### config.mk
export PLATFORM = sky130hd
export DESIGN_NAME = iapcfb_engine
export DESIGN_NICKNAME = d
export VERILOG_FILES = /design/src/rtl/iapcfb_engine.sv
export SDC_FILE = /design/constraint.sdc
export NUM_CORES = 1
export LEC_CHECK = 0
export ABC_AREA = 1
export BUFFER_PORTS_ARGS = -buffer_cell sky130_fd_sc_hd__clkbuf_2
export CAP_MARGIN = 10
export CORE_AREA = 3 3 131 133
export DETAILED_ROUTE_END_ITERATION = 16
export DIE_AREA = 0 0 134 136
export HOLD_SLACK_MARGIN = 0.06
export PLACE_DENSITY_LB_ADDON = 0.12
export SLEW_MARGIN = 20
export SYNTH_ARGS = -nofsm -noshare
export SYNTH_HDL_FRONTEND = slang
export SYNTH_SLANG_ARGS = --single-unit
### constraint.sdc
create_clock -name clk -period 2.31 [get_ports clk]
set_input_delay 0.5775 -clock clk [delete_from_list [all_inputs] [get_ports clk]]
set_output_delay 0.5775 -clock clk [all_outputs]
set_load 0.01 [all_outputs]
### src/rtl/iapcfb_engine.sv
module iapcfb_engine #(
  parameter int P  = 32,
  parameter int R  = 8,
  parameter int T  = 3,
  parameter int NW = 6
) (
  input  logic          clk,
  input  logic          rst_n,
  input  logic          start,
  input  logic          mode_dec,
  input  logic [P-1:0]  iv,
  input  logic [NW-1:0] n_units,
  input  logic          in_valid,
  input  logic [R-1:0]  in_data,
  output logic          in_ready,
  output logic          out_valid,
  output logic [R-1:0]  out_data,
  output logic          req_valid,
  output logic [P-1:0]  req_data,
  input  logic          req_ready,
  input  logic          rsp_valid,
  input  logic [P-1:0]  rsp_data,
  output logic          rsp_ready,
  output logic          done,
  output logic          integ_fail
);
  localparam int AW = (T > 1) ? $clog2(T) : 1;
  localparam int CW = $clog2(T + 1);
  localparam int IW = NW + CW;

  logic          busy, dec_r, fail_r;
  logic [NW-1:0] n_r;
  logic [P-1:0]  xreg;
  logic [IW-1:0] idx;
  logic [CW-1:0] icnt, kcnt;
  logic [AW-1:0] wp, rp;
  logic [R-1:0]  kbuf [T];

  logic          init_done, slot_ok, in_msg, need_in, go, fire, push, last_u, init_issue;
  logic [R-1:0]  ks, din, c_u, m_u;
  logic [P-1:0]  x_sh;

  assign init_done  = (icnt == CW'(T));
  assign slot_ok    = !req_valid || req_ready;
  assign in_msg     = idx < {{(IW-NW){1'b0}}, n_r};
  assign need_in    = dec_r || in_msg;
  assign go         = busy && init_done && (kcnt != '0) && slot_ok;
  assign in_ready   = go && need_in;
  assign fire       = go && (need_in ? in_valid : 1'b1);
  assign init_issue = busy && !init_done && slot_ok;
  assign last_u     = (idx + 1'b1) == ({{(IW-NW){1'b0}}, n_r} + IW'(T));

  assign ks   = kbuf[rp];
  assign din  = need_in ? in_data : '0;
  assign c_u  = dec_r ? din : (ks ^ din);
  assign m_u  = dec_r ? (ks ^ din) : din;
  assign x_sh = {xreg[P-R-1:0], c_u};

  assign rsp_ready  = (kcnt != CW'(T));
  assign push       = rsp_valid && rsp_ready;
  assign integ_fail = done && fail_r;

  always_ff @(posedge clk) begin
    if (push) kbuf[wp] <= rsp_data[P-1 -: R];
  end

  always_ff @(posedge clk) begin
    if (!rst_n) begin
      busy <= 1'b0; dec_r <= 1'b0; fail_r <= 1'b0; n_r <= '0;
      xreg <= '0; idx <= '0; icnt <= '0; kcnt <= '0; wp <= '0; rp <= '0;
      req_valid <= 1'b0; req_data <= '0;
      out_valid <= 1'b0; out_data <= '0; done <= 1'b0;
    end else if (start) begin
      busy <= 1'b1; dec_r <= mode_dec; fail_r <= 1'b0; n_r <= n_units;
      xreg <= iv; idx <= '0; icnt <= '0; kcnt <= '0; wp <= '0; rp <= '0;
      req_valid <= 1'b0; out_valid <= 1'b0; done <= 1'b0;
    end else begin
      out_valid <= fire;
      kcnt <= kcnt + CW'(push) - CW'(fire);
      if (push) wp <= (wp == AW'(T-1)) ? '0 : wp + 1'b1;
      if (req_valid && req_ready) req_valid <= 1'b0;
      if (init_issue) begin
        req_valid <= 1'b1;
        req_data  <= xreg + 1'b1;
        xreg      <= xreg + 1'b1;
        icnt      <= icnt + 1'b1;
      end
      if (fire) begin
        out_data <= dec_r ? m_u : c_u;
        xreg     <= x_sh;
        idx      <= idx + 1'b1;
        rp       <= (rp == AW'(T-1)) ? '0 : rp + 1'b1;
        if (in_msg) begin
          req_valid <= 1'b1;
          req_data  <= x_sh ^ {m_u, {(P-R){1'b0}}};
        end
        if (dec_r && !in_msg && (m_u != '0)) fail_r <= 1'b1;
        if (last_u) begin
          busy <= 1'b0;
          done <= 1'b1;
        end
      end
    end
  end
endmodule

# == Word level (Yosys, flattened, before mapping) ==
# Memory sizes are Yosys's and may differ from the RTL's. A register that Yosys moved wholly into a read port is not among the register bits.
# Cells that the tools add are included.
# word_totals
regBits,100
mem_bits_rw,24
input_bits,85
out_inout_bits,46
wordCells,85
memories,1
# op_classes
n_addsub,8
order_cmp,1
eq_ne,5
n_mux,24
bitwise,4
n_reduce_logical,27
# memory_table
memory,depth,word_bits,read_ports,rd_clocked_by_memory_dff,wr,line_no,text
kbuf,3,8,1,1,1,37,logic [R-1:0] kbuf [T];
# op_table
operator,n
$mux 32,6
$add 32x1->32 const B,1
$mux 8,4
$xor 32x32->32,1
$logic_and 1x1->1,12
$mux 1,10
$add 8x1->8 const B,1
$eq 8x7->1,1
$lt 8x6->1,1
$mux 2,4
$reduce_and 2->1,4
$reduce_bool 8->1,1
$xor 8x8->8,1
$add 6x2->7 const B,1
$add 2x1->2 const B,3
$eq 2x2->1 const B,3
$reduce_bool 2->1,3
$logic_not 1->1,3
$reduce_bool 3->1,1
$add 2x1->2,1
$logic_or 1x1->1,2
$ne 2x2->1 const B,1
$not 1->1,2
$reduce_or 2->1,1
$sub 2x1->2,1

# == Longest topological paths before layout ==
# Gate-level depths: netlist (run 1).
# logic_depth
depth_word,8
depth_mapped,20

# == Least setup slack after synthesis (run 1) ==
# No wires, ideal clock.
# synth_path
kind,reg-to-reg
from,register n_r[3]
to,register kcnt[1]
setup_time_ns,0.071
arrival_ns,2.467
required_time_ns,2.239
setup_slack_ns,-0.227
path_stages_with_launch,18
n_path_buf,1
period_less_slack_ns,2.537
cell_sequence,dfxtp_1 > inv_1 > ha_1 > a21oi_1 > nand2_1 > nand2_1 > nand2_2 > nand2_4 > nand2_2 > nand2_4 > inv_4 > buf_2 > ha_1 > inv_1 > ha_1 > xnor2_1 > or2_2 > a21oi_1
# synth_between
elab_chain_cells,5
# synth_lines
item,line_no,text
"start, declared",32,logic [NW-1:0] n_r;
"start signal, assigned",69,busy <= 1'b0; dec_r <= 1'b0; fail_r <= 1'b0; n_r <= '0;
"start signal, assigned",74,busy <= 1'b1; dec_r <= mode_dec; fail_r <= 1'b0; n_r <= n_units;
$lt 8x6->1,45,"assign in_msg = idx < {{(IW-NW){1'b0}}, n_r};"
$logic_or 1x1->1,46,assign need_in = dec_r || in_msg;
$mux 1,49,assign fire = go && (need_in ? in_valid : 1'b1);
$logic_and 1x1->1,49,
named net fire,39,"logic init_done, slot_ok, in_msg, need_in, go, fire, push, last_u, init_issue;"
$sub 2x1->2,79,kcnt <= kcnt + CW'(push) - CW'(fire);
"end signal, assigned",79,
"end, declared",35,"logic [CW-1:0] icnt, kcnt;"
# The timed path passes the listed nets, and every way through them passes these cells.
# A chain may end at the register's enable or synchronous reset.

# == Worst setup path after layout (run 1) ==
# layout_path
from,register n_r[5]
to,output in_ready
# layout_between
elab_chain_cells,3
# layout_lines
item,line_no,text
$lt 8x6->1,45,
$logic_or 1x1->1,46,
$logic_and 1x1->1,48,assign in_ready = go && need_in;
"end, declared",15,"output logic in_ready,"
# No other way between the ends.

==> metrics.md, run 1 <==
| Metric | Value |
|---|---|
| Leak | 3.95 nW |
| Initial Utilization | 45.3% |
| TNS Setup | -0.00498 ns |
| Library cells used by synthesis | 48 |
| Util after Layout | 57.7% |
| Max-cap violations | 0 |
| CTS Buf Count | 17 |
| Critical Path RT | 1.73 ns |
| H-Tree Depth | 4 |
| Post-Synth Simple-Gate Area | 26.8% |
| Worst hold path type | input pin to flip-flop |
| Peak Freq | 432 MHz |
| Total global-route track usage | 24.7% |
| Total wire length | 22.1 mm |
| Die height | 136 um |
| Final ANT Viol Nets | 0 |
| Share of cells above drive strength 1 | 25.8% |
| Hold Buf Count CTS | 0 |
| Hold Path Depth | 1 |
| Max-slew headroom | 70.2% |
| Critical path launch point type | flip-flop |
| Slew @ Worst Pin | 0.446 ns |
| CP Data Arrival Time | 1.74 ns |
| Via count | 7,216 |
| Core ar. | 15,900 sq um |
| CTS root buf | clkbuf_16 |
| Multiplexer share of the synthesized area | 0% |
| CTS max path bufs | 2 |
| Critical Path End Type | primary output |
| VDD IR-drop max | 0.000680 V |
| Largest family of logic cells by synthesized area | simple AND/OR/NAND/NOR gates |
| Final GP Congestion | 0.994 |
| Starting DRC count in detailed routing | 772 |
| Die ar. | 18,200 sq um |
| DR DRC count | 0 |
| Number of vias per cell | 5.29 |
| Final Skew | 0.0106 ns |
| PortBufs | 106 |
| WL/cell | 16.2 um |
| # clock sinks | 126 |
| Number of global-route vias before repair | 6,907 |
| Overflow after GRT | 0 |
| Max Slew Vio Count | 0 |
| Minimum clock period | 2.31 ns |
| First-pass iteration count of the detailed router | 6 |
| Post-synthesis sequential area ratio | 38.3% |
| Largest net degree at the start of global routing | 52 |
| Fill cells | 1,513 |
| Initial antenna violation count | 0 |
| Cells on worst reg2reg path | 14 |
| Final Worst Setup Slack | -0.00498 ns |
| Top cells by area, synth | dfxtp_1 28%, nand2_1 14%, edfxtp_1 10% |
| Critical path fanouts, max | 4 |
| Pre-CTS worst setup slack | -0.0116 ns |
| Top-area cell type share of the netlist area | 28.3% |
| YS warnings | 0 |
| Top Ports | 131 |
| Synthesized Nets | 1,089 |
| XOR/XNOR Fraction of Synth Area | 4.84% |
| Synth Cell Area | 7220 sq um |
| RSZ-0062 raised after global routing | true |
| Status | complete, but fails checks |
| FF+latch count, synth | 126 |
| HPWL Detailed | 16.3 mm |
| Die W | 134 um |
| Synth top cells by count | 262 x nand2_1, 102 x dfxtp_1, 83 x inv_1 |
| Main synth FF type | dfxtp_1 |
| Antenna diodes | 0 |
| Final hold slack | 0.351 ns |
| Setup-failing EPs final | 1 |
| Post-synthesis compound-gate area fraction | 19.7% |
| EDFF count, synth | 24 |
| First-pass GRT wire length | 35.4 mm |
| Asr flop ratio synth | 0% |
| Most numerous cell in the Yosys netlist | nand2_1 |
| Clk slew on worst S/H paths | 0.06 ns |
| Non-filler instance count after layout | 1,364 |
| Placed Cells | 1,324 |
| Failing checks | negative setup slack |
| Fin. Hold Viols | 0 |
| Adder-cell area share of the yosys netlist | 2.08% |
| CTS tree | yes |
| # rows | 46 |
| Area Growth Syn to Fin | 27.5% |
| Period utilization | 100% |
| Worst skew pair latency | 0.43 ns |
| Yosys top cell by area | dfxtp_1 |
| Post-synthesis instance total | 992 |
| Worst setup path category | flip-flop to primary output |
| P per Cell Area | 673 nW/um^2 |
| Nets | 1,232 |
| Mapped Avg Cell Area | 7.28 sq um |
report_power, final:
| group | switching, W | leakage, nW | internal (W) |
|---|---|---|---|
| clock | 0.00112 | 0.296 | 0.00173 |
| sequential | 0.0000990 | 1.06 | 0.00234 |
| combinational | 0.000537 | 2.60 | 0.000367 |
flip-flops by register name, summed over array words and instances (netlist names), named ones only:
| name | count |
|---|---|
| req_data | 32 |
| req_valid | 1 |
| busy | 1 |
| xreg | 32 |
| wp | 2 |
| rp | 2 |
| kcnt | 2 |
| n_r | 6 |
| fail_r | 1 |
| icnt | 2 |
| kbuf | 24 |
| done | 1 |
| dec_r | 1 |
| idx | 8 |
| out_data | 8 |
| out_valid | 1 |
metrics by stage:
step	total power [W]	cell area, sq um
finish	0.00619	9210
CTS	0.00620	9090
detailed placement	0.00334	8400
floorplan	0.00297	7270
global route	0.00644	9210
global placement	0.00334	8400
layout by cell type (no fill, tap or decap), types with 3 or more instances in the layout:
cell type / n
ha_1: 5
a21oi_1: 29
o21a_1: 11
clkbuf_2: 105
nor2_1: 43
bufinv_16: 3
o211ai_1: 11
dfxtp_2: 14
nand4_1: 7
a41oi_1: 8
nand3_1: 67
inv_6: 7
o22ai_1: 9
a31oi_1: 31
ha_4: 6
o21ai_0: 74
nand2_2: 10
nor2_2: 4
clkbuf_16: 17
dfxtp_1: 88
o21ai_1: 28
nand2_4: 4
nor3_1: 17
edfxtp_1: 24
inv_1: 78
buf_12: 9
clkinvlp_4: 3
nand2_1: 259
xnor2_1: 9
a22oi_1: 13
buf_4: 62
nand3b_1: 4
nor2_4: 4
o211ai_2: 7
xor2_1: 27
or2_2: 9
inv_2: 10
worst paths after layout:
kind / from / end / slack, ns
worst min-delay path: rsp_data[27] / kbuf[0][3] / 0.35
worst max-delay path: n_r[5] / in_ready / -0.005
worst max register to register: n_r[5] / kcnt[1] / 0.04
worst min register to register: fail_r / fail_r / 0.45
logic make-up after synthesis:
family          count (synthesis)
simple gates                  441
fa+ha+maj                      12
flops                         126
xor+xnor                       39
buf+inv                       143
compound gates                231
layer usage:
metal | vias up | GRT usage, % | wire length [um]
li1 | 3636 | - | -
met1 | 3282 | 31.8 | 9780
met2 | 252 | 40.6 | 10200
met3 | 46 | 5.66 | 1430
met4 | 0 | 9.20 | 624
met5 | - | 0 | 0
timing repair:
action	4_1_cts	5_1_grt
pin swaps	7	8
endpoints found under the setup margin	2	52
buffers inserted	3	5
resized for setup	8	24
critical path, stage by stage (launching register included):
cell and delay [ns]:
dfxtp_2 0.34, inv_4 0.05, ha_4 0.22, a211oi_4 0.30, nand2_4 0.10, a21boi_2 0.16, buf_2 0.15
layout make-up:
type	instances	area, sq um	share of cell area [%]
clock inverters	15	196	2.13
clock buffers	17	425	4.62
inverters	90	345	3.75
multi-input cells	723	4010	43.6
well taps	216	270	2.94
flip-flops and latches	126	2780	30.2
repair buffers	177	1180	12.8
(Power assumes the default switching activity.)
==> inputs of run 2 (changes only) <==
--- a/config.mk
+++ b/config.mk
@@ -11,6 +11,7 @@
 export CORE_AREA = 3 3 131 133
 export DETAILED_ROUTE_END_ITERATION = 16
 export DIE_AREA = 0 0 134 136
+export GPL_TIMING_DRIVEN = 0
 export HOLD_SLACK_MARGIN = 0.06
 export PLACE_DENSITY_LB_ADDON = 0.12
 export SLEW_MARGIN = 20
==> run 2 against run 1 <==
The flow still finishes with violations (negative setup slack). Non-clock buffer count is 14 higher. Critical path type unchanged. Power is 3.1% lower. Worst setup slack worse by 0.072 ns. Combinational power is 1% higher. Sequential power hardly changed. Wire length is 15% higher. Die area stayed put. Fmax is 3.0% lower.
==> metrics.md, run 2 (same netlist as run 1, synthesis figures left out) <==
| Metric | Value |
|---|---|
| Status | complete, but fails checks |
| Failing checks | negative setup slack |
| R2R Path End | kcnt[1] |
| Minimum clock period | 2.39 ns (+0.0718 ns) |
| Internal reg-to-reg setup slack | -0.07 ns (-0.11 ns) |
| Cell family with most CP delay | compound AO/OA/AOI/OAI gates |
| Largest net degree at the start of global routing | 17 (-67%) |
| Worst hold path type | input pin to flip-flop |
| Setup-failing EPs final | 11 (+10) |
| Max-slew headroom | 49.9% (-20 points) |
| First-pass GRT wire length | 38.4 mm (+8.4%) |
| Leak | 3.95 nW (about the same) |
| Peak Freq | 419 MHz (-3.0%) |
| Critical path launch point type | flip-flop |
| Critical Path RT | 1.73 ns (about the same) |
| Largest regs | req_data: 32 flops, xreg: 32 flops, kbuf: 24 flops |
| Period utilization | 103% (+3.1 points) |
| P per Cell Area | 644 nW/um^2 (-4.3%) |
| Worst skew pair latency | 0.43 ns (about the same) |
| Final ANT Viol Nets | 0 (unchanged) |
| H-Tree Depth | 4 (unchanged) |
| # clock sinks | 126 (unchanged) |
| CTS tree | yes |
| Worst setup path end | in_ready |
| Critical path's slowest cell | dfxtp_1 |
| CP Depth | 5 (-1) |
| DP Area | 8080 sq um (-3.9%) |
| Crit path buf inv count | 1 (-1) |
| Initial Utilization | 45.3% (unchanged) |
| Final Worst Setup Slack | -0.0768 ns (-0.0718 ns) |
| Overflow after GRT | 0 (unchanged) |
| Area Growth Syn to Fin | 29.2% |
| Number of global-route vias before repair | 6,964 (+0.83%) |
| Nets | 1,246 (+1.1%) |
| Die ar. | 18,200 sq um (unchanged) |
| Max-cap violations | 0 (unchanged) |
| Via count | 7,573 (+4.9%) |
| Top Ports | 131 (unchanged) |
| Hold Buf Count CTS | 0 (unchanged) |
| Final Skew | 0.00914 ns (-0.00148 ns) |
| Fin. Hold Viols | 0 (unchanged) |
| PortBufs | 104 (-1.9%) |
| Util after Layout | 58.5% (+0.75 points) |
| Max Slew Vio Count | 0 (unchanged) |
| Critical Path End Type | primary output |
| VDD IR-drop max | 0.000528 V (-22%) |
| Number of vias per cell | 5.50 (+3.9%) |
| Crit-path cells | ha_1, o21ai_0, nor3_2, a21boi_1, clkbuf_2 |
| Worst setup path category | flip-flop to primary output |
| CP Data Arrival Time | 1.81 ns (+0.07 ns) |
| CTS max path bufs | 2 (unchanged) |
| Final GP Congestion | 0.951 (-4.4%) |
| Critical path fanouts, max | 3 (-1) |
| Beginning of the worst hold path | rsp_data[30] |
| Finished Cell Area | 9330 sq um (+1.3%) |
| Most common cell after layout, fill and taps aside | nand2_1 |
| WL/cell | 18.5 um (+14%) |
| CTS root buf | clkbuf_16 |
| Cells on worst reg2reg path | 15 (+1) |
| Slew @ Worst Pin | 0.749 ns (+0.304 ns) |
| HPWL Detailed | 18.4 mm (+13%) |
| Clk slew on worst S/H paths | 0.06 ns (about the same) |
| Die W | 134 um (unchanged) |
| Initial antenna violation count | 0 (unchanged) |
| DR DRC count | 0 (unchanged) |
| # rows | 46 (unchanged) |
| Crit path largest cell delay | 0.35 ns (about the same) |
| First-pass iteration count of the detailed router | 6 (unchanged) |
| Antenna diodes | 0 (unchanged) |
| Setup crit start | icnt[0] |
| Commonest non-fill, non-tap cells in the layout | 261 x nand2_1, 108 x clkbuf_2, 85 x dfxtp_1 |
| Total global-route track usage | 27.3% (+2.7 points) |
| Die height | 136 um (unchanged) |
| Core ar. | 15,900 sq um (unchanged) |
| CTS Buf Count | 17 (unchanged) |
| RR Startpoint | n_r[5] |
| Total wire length | 25.5 mm (+15%) |
| Share of cells above drive strength 1 | 26.7% (+0.89 points) |
| Starting DRC count in detailed routing | 834 (+8.0%) |
| RSZ-0062 raised after global routing | true |
==> run 2: layout make-up <==
cell class	instances	area, sq um
clock inverter	15	144
clock buffer	17	425
multi-input combinational	723	4120
inverter	90	345
sequential	126	2790
tap	216	270
timing repair buffer	140	890
buffer	51	338
fill	1545	6620
==> run 2: routing by layer <==
layer	part of all wire, %	GRT usage (%)	wire length (um)
met5	0	0	0
met4	2.7	11.7	686
met3	8.0	5.77	2040
met2	47	44.1	12000
met1	42	35.6	10800
==> run 2: power by group <==
part / switching (W) / internal [W] / total [W] / leakage [nW]
sequential: 0.000132 / 0.00233 / 0.00246 / 1.06
clock: 0.00120 / 0.00143 / 0.00263 / 0.275
combinational: 0.000566 / 0.000347 / 0.000913 / 2.61
==> run 2: how the worst min path moves through the flow <==
stage                       to  slack, ns  cells past startpoint
floorplan              icnt[0]       0.43                      1
global placement       icnt[0]       0.45                      1
detailed placement      fail_r       0.45                      2
CTS                 kbuf[0][3]       0.34                      1
global route        kbuf[2][2]       0.34                      1
finish              kbuf[2][6]       0.34                      1
==> run 2: worst register-to-register path, delay by kind of cell (launching register included) <==
| family | cells | cell delay (ns) |
|---|---|---|
| adder cells (fa/ha/maj) | 3 | 0.61 |
| AND/OR/NAND/NOR | 5 | 0.60 |
| AO/OA/AOI/OAI | 2 | 0.38 |
| flip-flops | 1 | 0.30 |
| buffers and inverters | 4 | 0.29 |
| XOR/XNOR | 1 | 0.13 |
==> run 2: stage by stage <==
stage	setup TNS (ns)	cells	setup slack [ns]	hold slack [ns]	total power [W]
3_5_place_dp	-3.99	1312	-0.260	0.447	0.00328
4_1_cts	-0.111	1358	-0.0633	0.336	0.00590
3_3_place_gp	-4.04	1312	-0.244	0.451	0.00328
6_report	-0.281	1378	-0.0768	0.343	0.00600
5_1_grt	-2.78	1378	-0.169	0.336	0.00621
2_1_floorplan	-0.0541	992	-0.0541	0.429	0.00297
==> run 2: timing repair <==
action	4_1_cts	5_1_grt
resized for setup	31	92
buffers inserted	15	17
endpoints found under the setup margin	59	77
gates cloned	0	4
pin swaps	11	13
==> inputs of run 3 (changes only) <==
--- a/config.mk
+++ b/config.mk
@@ -6,11 +6,11 @@
 export NUM_CORES = 1
 export LEC_CHECK = 0
 export ABC_AREA = 1
-export BUFFER_PORTS_ARGS = -buffer_cell sky130_fd_sc_hd__clkbuf_2
 export CAP_MARGIN = 10
 export CORE_AREA = 3 3 131 133
 export DETAILED_ROUTE_END_ITERATION = 16
 export DIE_AREA = 0 0 134 136
+export DONT_BUFFER_PORTS = 1
 export GPL_TIMING_DRIVEN = 0
 export HOLD_SLACK_MARGIN = 0.06
 export PLACE_DENSITY_LB_ADDON = 0.12
==> run 3 against run 2 <==
The flow still finishes with violations (negative setup slack). Clock-buffer cell count unchanged. Clock power about the same. Sequential cell count unchanged. Fmax down 0.10%. Final cell count down 7.2%. Via count down 4.2%. Critical endpoint is now kcnt[1].
==> metrics.md, run 3 (same netlist as run 1, synthesis figures left out) <==
| Metric | Value |
|---|---|
| Setup crit start | n_r[5] |
| RR Startpoint | n_r[5] |
| Total global-route track usage | 27.1% (-0.25 points) |
| Number of vias per cell | 5.67 (+3.2%) |
| # rows | 46 (unchanged) |
| DR DRC count | 0 (unchanged) |
| Top Ports | 131 (unchanged) |
| Clk slew on worst S/H paths | 0.06 ns (about the same) |
| CTS max path bufs | 2 (unchanged) |
| First-pass GRT wire length | 37.7 mm (-1.8%) |
| Area of the multi-input gates | 4310 sq um (+4.5%) |
| Max Slew Vio Count | 0 (unchanged) |
| Overflow after GRT | 0 (unchanged) |
| Final ANT Viol Nets | 0 (unchanged) |
| Max-slew headroom | 49.6% (-0.26 points) |
| Failing checks | negative setup slack |
| CTS root buf | clkbuf_16 |
| Max-cap violations | 0 (unchanged) |
| Total wire length | 25.7 mm (+0.84%) |
| Final GP Congestion | 0.962 (+1.2%) |
| Fin. Hold Viols | 0 (unchanged) |
| Leak | 3.59 nW (-9.3%) |
| Final Worst Setup Slack | -0.0792 ns (-0.00239 ns) |
| Clock Power Share | 43.5% (-0.2 points) |
| Initial antenna violation count | 0 (unchanged) |
| HPWL Detailed | 18.4 mm (about the same) |
| Share of cells above drive strength 1 | 23.7% (-3.0 points) |
| RSZ-0062 raised after global routing | true |
| Worst setup path end | kcnt[1] |
| H-Tree Depth | 4 (unchanged) |
| CP Data Arrival Time | 2.75 ns (+0.94 ns) |
| Register Area | 2790 sq um (-0.18%) |
| WL/cell | 20.1 um (+8.6%) |
| Largest regs | req_data: 32 flops, xreg: 32 flops, kbuf: 24 flops |
| Peak Freq | 419 MHz (-0.10%) |
| Critical path launch point type | flip-flop |
| Cells on worst reg2reg path | 15 (unchanged) |
| Initial Utilization | 45.3% (unchanged) |
| Antenna diodes | 0 (unchanged) |
| Total net switching power | 0.00184 W (-2.9%) |
| Switching share of power | 30.5% (-1.1 points) |
| Most common cell after layout, fill and taps aside | nand2_1 |
| Minimum clock period | 2.39 ns (+0.00239 ns) |
| Slew @ Worst Pin | 0.756 ns (+0.00666 ns) |
| Sequential Power Share | 41.2% (+0.2 points) |
| Fill cells | 1,484 (-3.9%) |
| Core ar. | 15,900 sq um (unchanged) |
| VDD IR-drop max | 0.000709 V (+34%) |
| Pint | 0.00420 W (+2.2%) |
| Largest net degree at the start of global routing | 17 (unchanged) |
| Setup-failing EPs final | 6 (-5) |
| R2R Path End | kcnt[1] |
| Die W | 134 um (unchanged) |
| Via count | 7,253 (-4.2%) |
| Final Skew | 0.0104 ns (+0.00122 ns) |
| Pre-CTS worst setup slack | -0.263 ns (-0.00338 ns) |
| Commonest non-fill, non-tap cells in the layout | 247 x nand2_1, 87 x dfxtp_1, 76 x inv_1 |
| P per Cell Area | 664 nW/um^2 (+3.1%) |
| Worst setup path category | flip-flop to flip-flop |
| CTS Buf Count | 17 (unchanged) |
| Worst hold path type | input pin to flip-flop |
| Starting DRC count in detailed routing | 823 (-1.3%) |
| Critical Path RT | 2.67 ns (+0.94 ns) |
| Critical Path End Type | flip-flop |
| Internal reg-to-reg setup slack | -0.08 ns (about the same) |
| Area Growth Syn to Fin | 26.0% |
| Die height | 136 um (unchanged) |
| Logic gate share of total power | 15.3% (about the same) |
| Placed Cells | 1,208 (-7.9%) |
| Period utilization | 103% (+0.10 points) |
| Number of global-route vias before repair | 6,677 (-4.1%) |
| First-pass iteration count of the detailed router | 6 (unchanged) |
| Hold Buf Count CTS | 0 (unchanged) |
| Die ar. | 18,200 sq um (unchanged) |
| # clock sinks | 126 (unchanged) |
| Nets | 1,147 (-7.9%) |
| Critical path fanouts, max | 3 (unchanged) |
| Status | complete, but fails checks |
| CTS tree | yes |
| PortBufs | 0 (-100%) |
| Non-filler instance count after layout | 1,279 (-7.2%) |
| Worst skew pair latency | 0.43 ns (about the same) |
-- run 3: cell types whose count changed in the layout (fill, tap and decap cells not counted), moves of 4 or more --
cell and change:
buf_4 +4, clkbuf_2 -103, nand2_1 -14, nand2_2 +14, nand3_1 -12, nand3_2 +12, nor3_1 +4, nor3_2 -4
o21ai_1 -7, o21ai_2 +7
-- run 3: what timing repair did --
item                       CTS  global route
gates resized for setup     35           150
cloned                       0             8
pin swaps                   12            27
setup endpoints to repair   59            79
buffers inserted            15            18
-- run 3: worst max-delay path: stages, from the launching register on --
cell and delay (ns):
dfxtp_2 0.34, inv_4 0.05, ha_4 0.22, a211oi_4 0.28
nand2_4 0.10, nand2_4 0.12, nand2_4 0.06, nand2_4 0.08
inv_6 0.04, buf_8 0.12, ha_4 0.25, inv_2 0.04
ha_4 0.15, xnor2_2 0.13, or2_4 0.23, a21oi_2 0.12
-- run 3: worst min-delay path by stage --
stage | slack [ns] | depth (start not counted) | startpoint | end
2_1_floorplan | 0.43 | 1 | icnt[0] | icnt[0]
3_3_place_gp | 0.45 | 1 | icnt[0] | icnt[0]
3_5_place_dp | 0.45 | 2 | fail_r | fail_r
4_1_cts | 0.23 | 0 | rsp_data[30] | kbuf[2][6]
5_1_grt | 0.23 | 0 | rsp_data[30] | kbuf[2][6]
6_report | 0.24 | 0 | rsp_data[30] | kbuf[2][6]
-- run 3: layer usage --
metal	global-route usage [%]	part of all wire [%]
met1	33.7	41
met2	43.7	46
met3	8.33	9.0
met4	11.3	4.0
met5	0	0
-- run 3: final cells by class --
| type | instances | share of cell area [%] |
|---|---|---|
| multi-input combinational | 723 | 47.4 |
| inverter | 90 | 3.82 |
| clock buffer | 17 | 4.68 |
| timing repair buffer | 41 | 4.77 |
| clock inverter | 15 | 1.60 |
| sequential | 126 | 30.6 |
| buffer | 51 | 4.14 |
| tap | 216 | 2.97 |
-- run 3: stage by stage --
stage	TNS (ns)	power, W	area, sq um	util, %	hold slack, ns
2_1_floorplan	-0.0541	0.00297	7270	-	0.429
3_3_place_gp	-3.01	0.00321	7540	47.3	0.450
3_5_place_dp	-4.45	0.00321	7550	47.4	0.452
4_1_cts	-0.114	0.00585	8350	52.4	0.232
5_1_grt	-4.34	0.00624	9090	57.0	0.229
6_report	-0.182	0.00604	9090	57.0	0.241
-- run 3: power groups by stage --
stage	sequential [W]	clock [W]	combinational, W
floorplan	0.00246	0	0.000513
global placement	0.00252	0	0.000693
detailed placement	0.00251	0	0.000696
CTS	0.00247	0.00265	0.000729
global route	0.00249	0.00275	0.000996
finish	0.00249	0.00263	0.000922
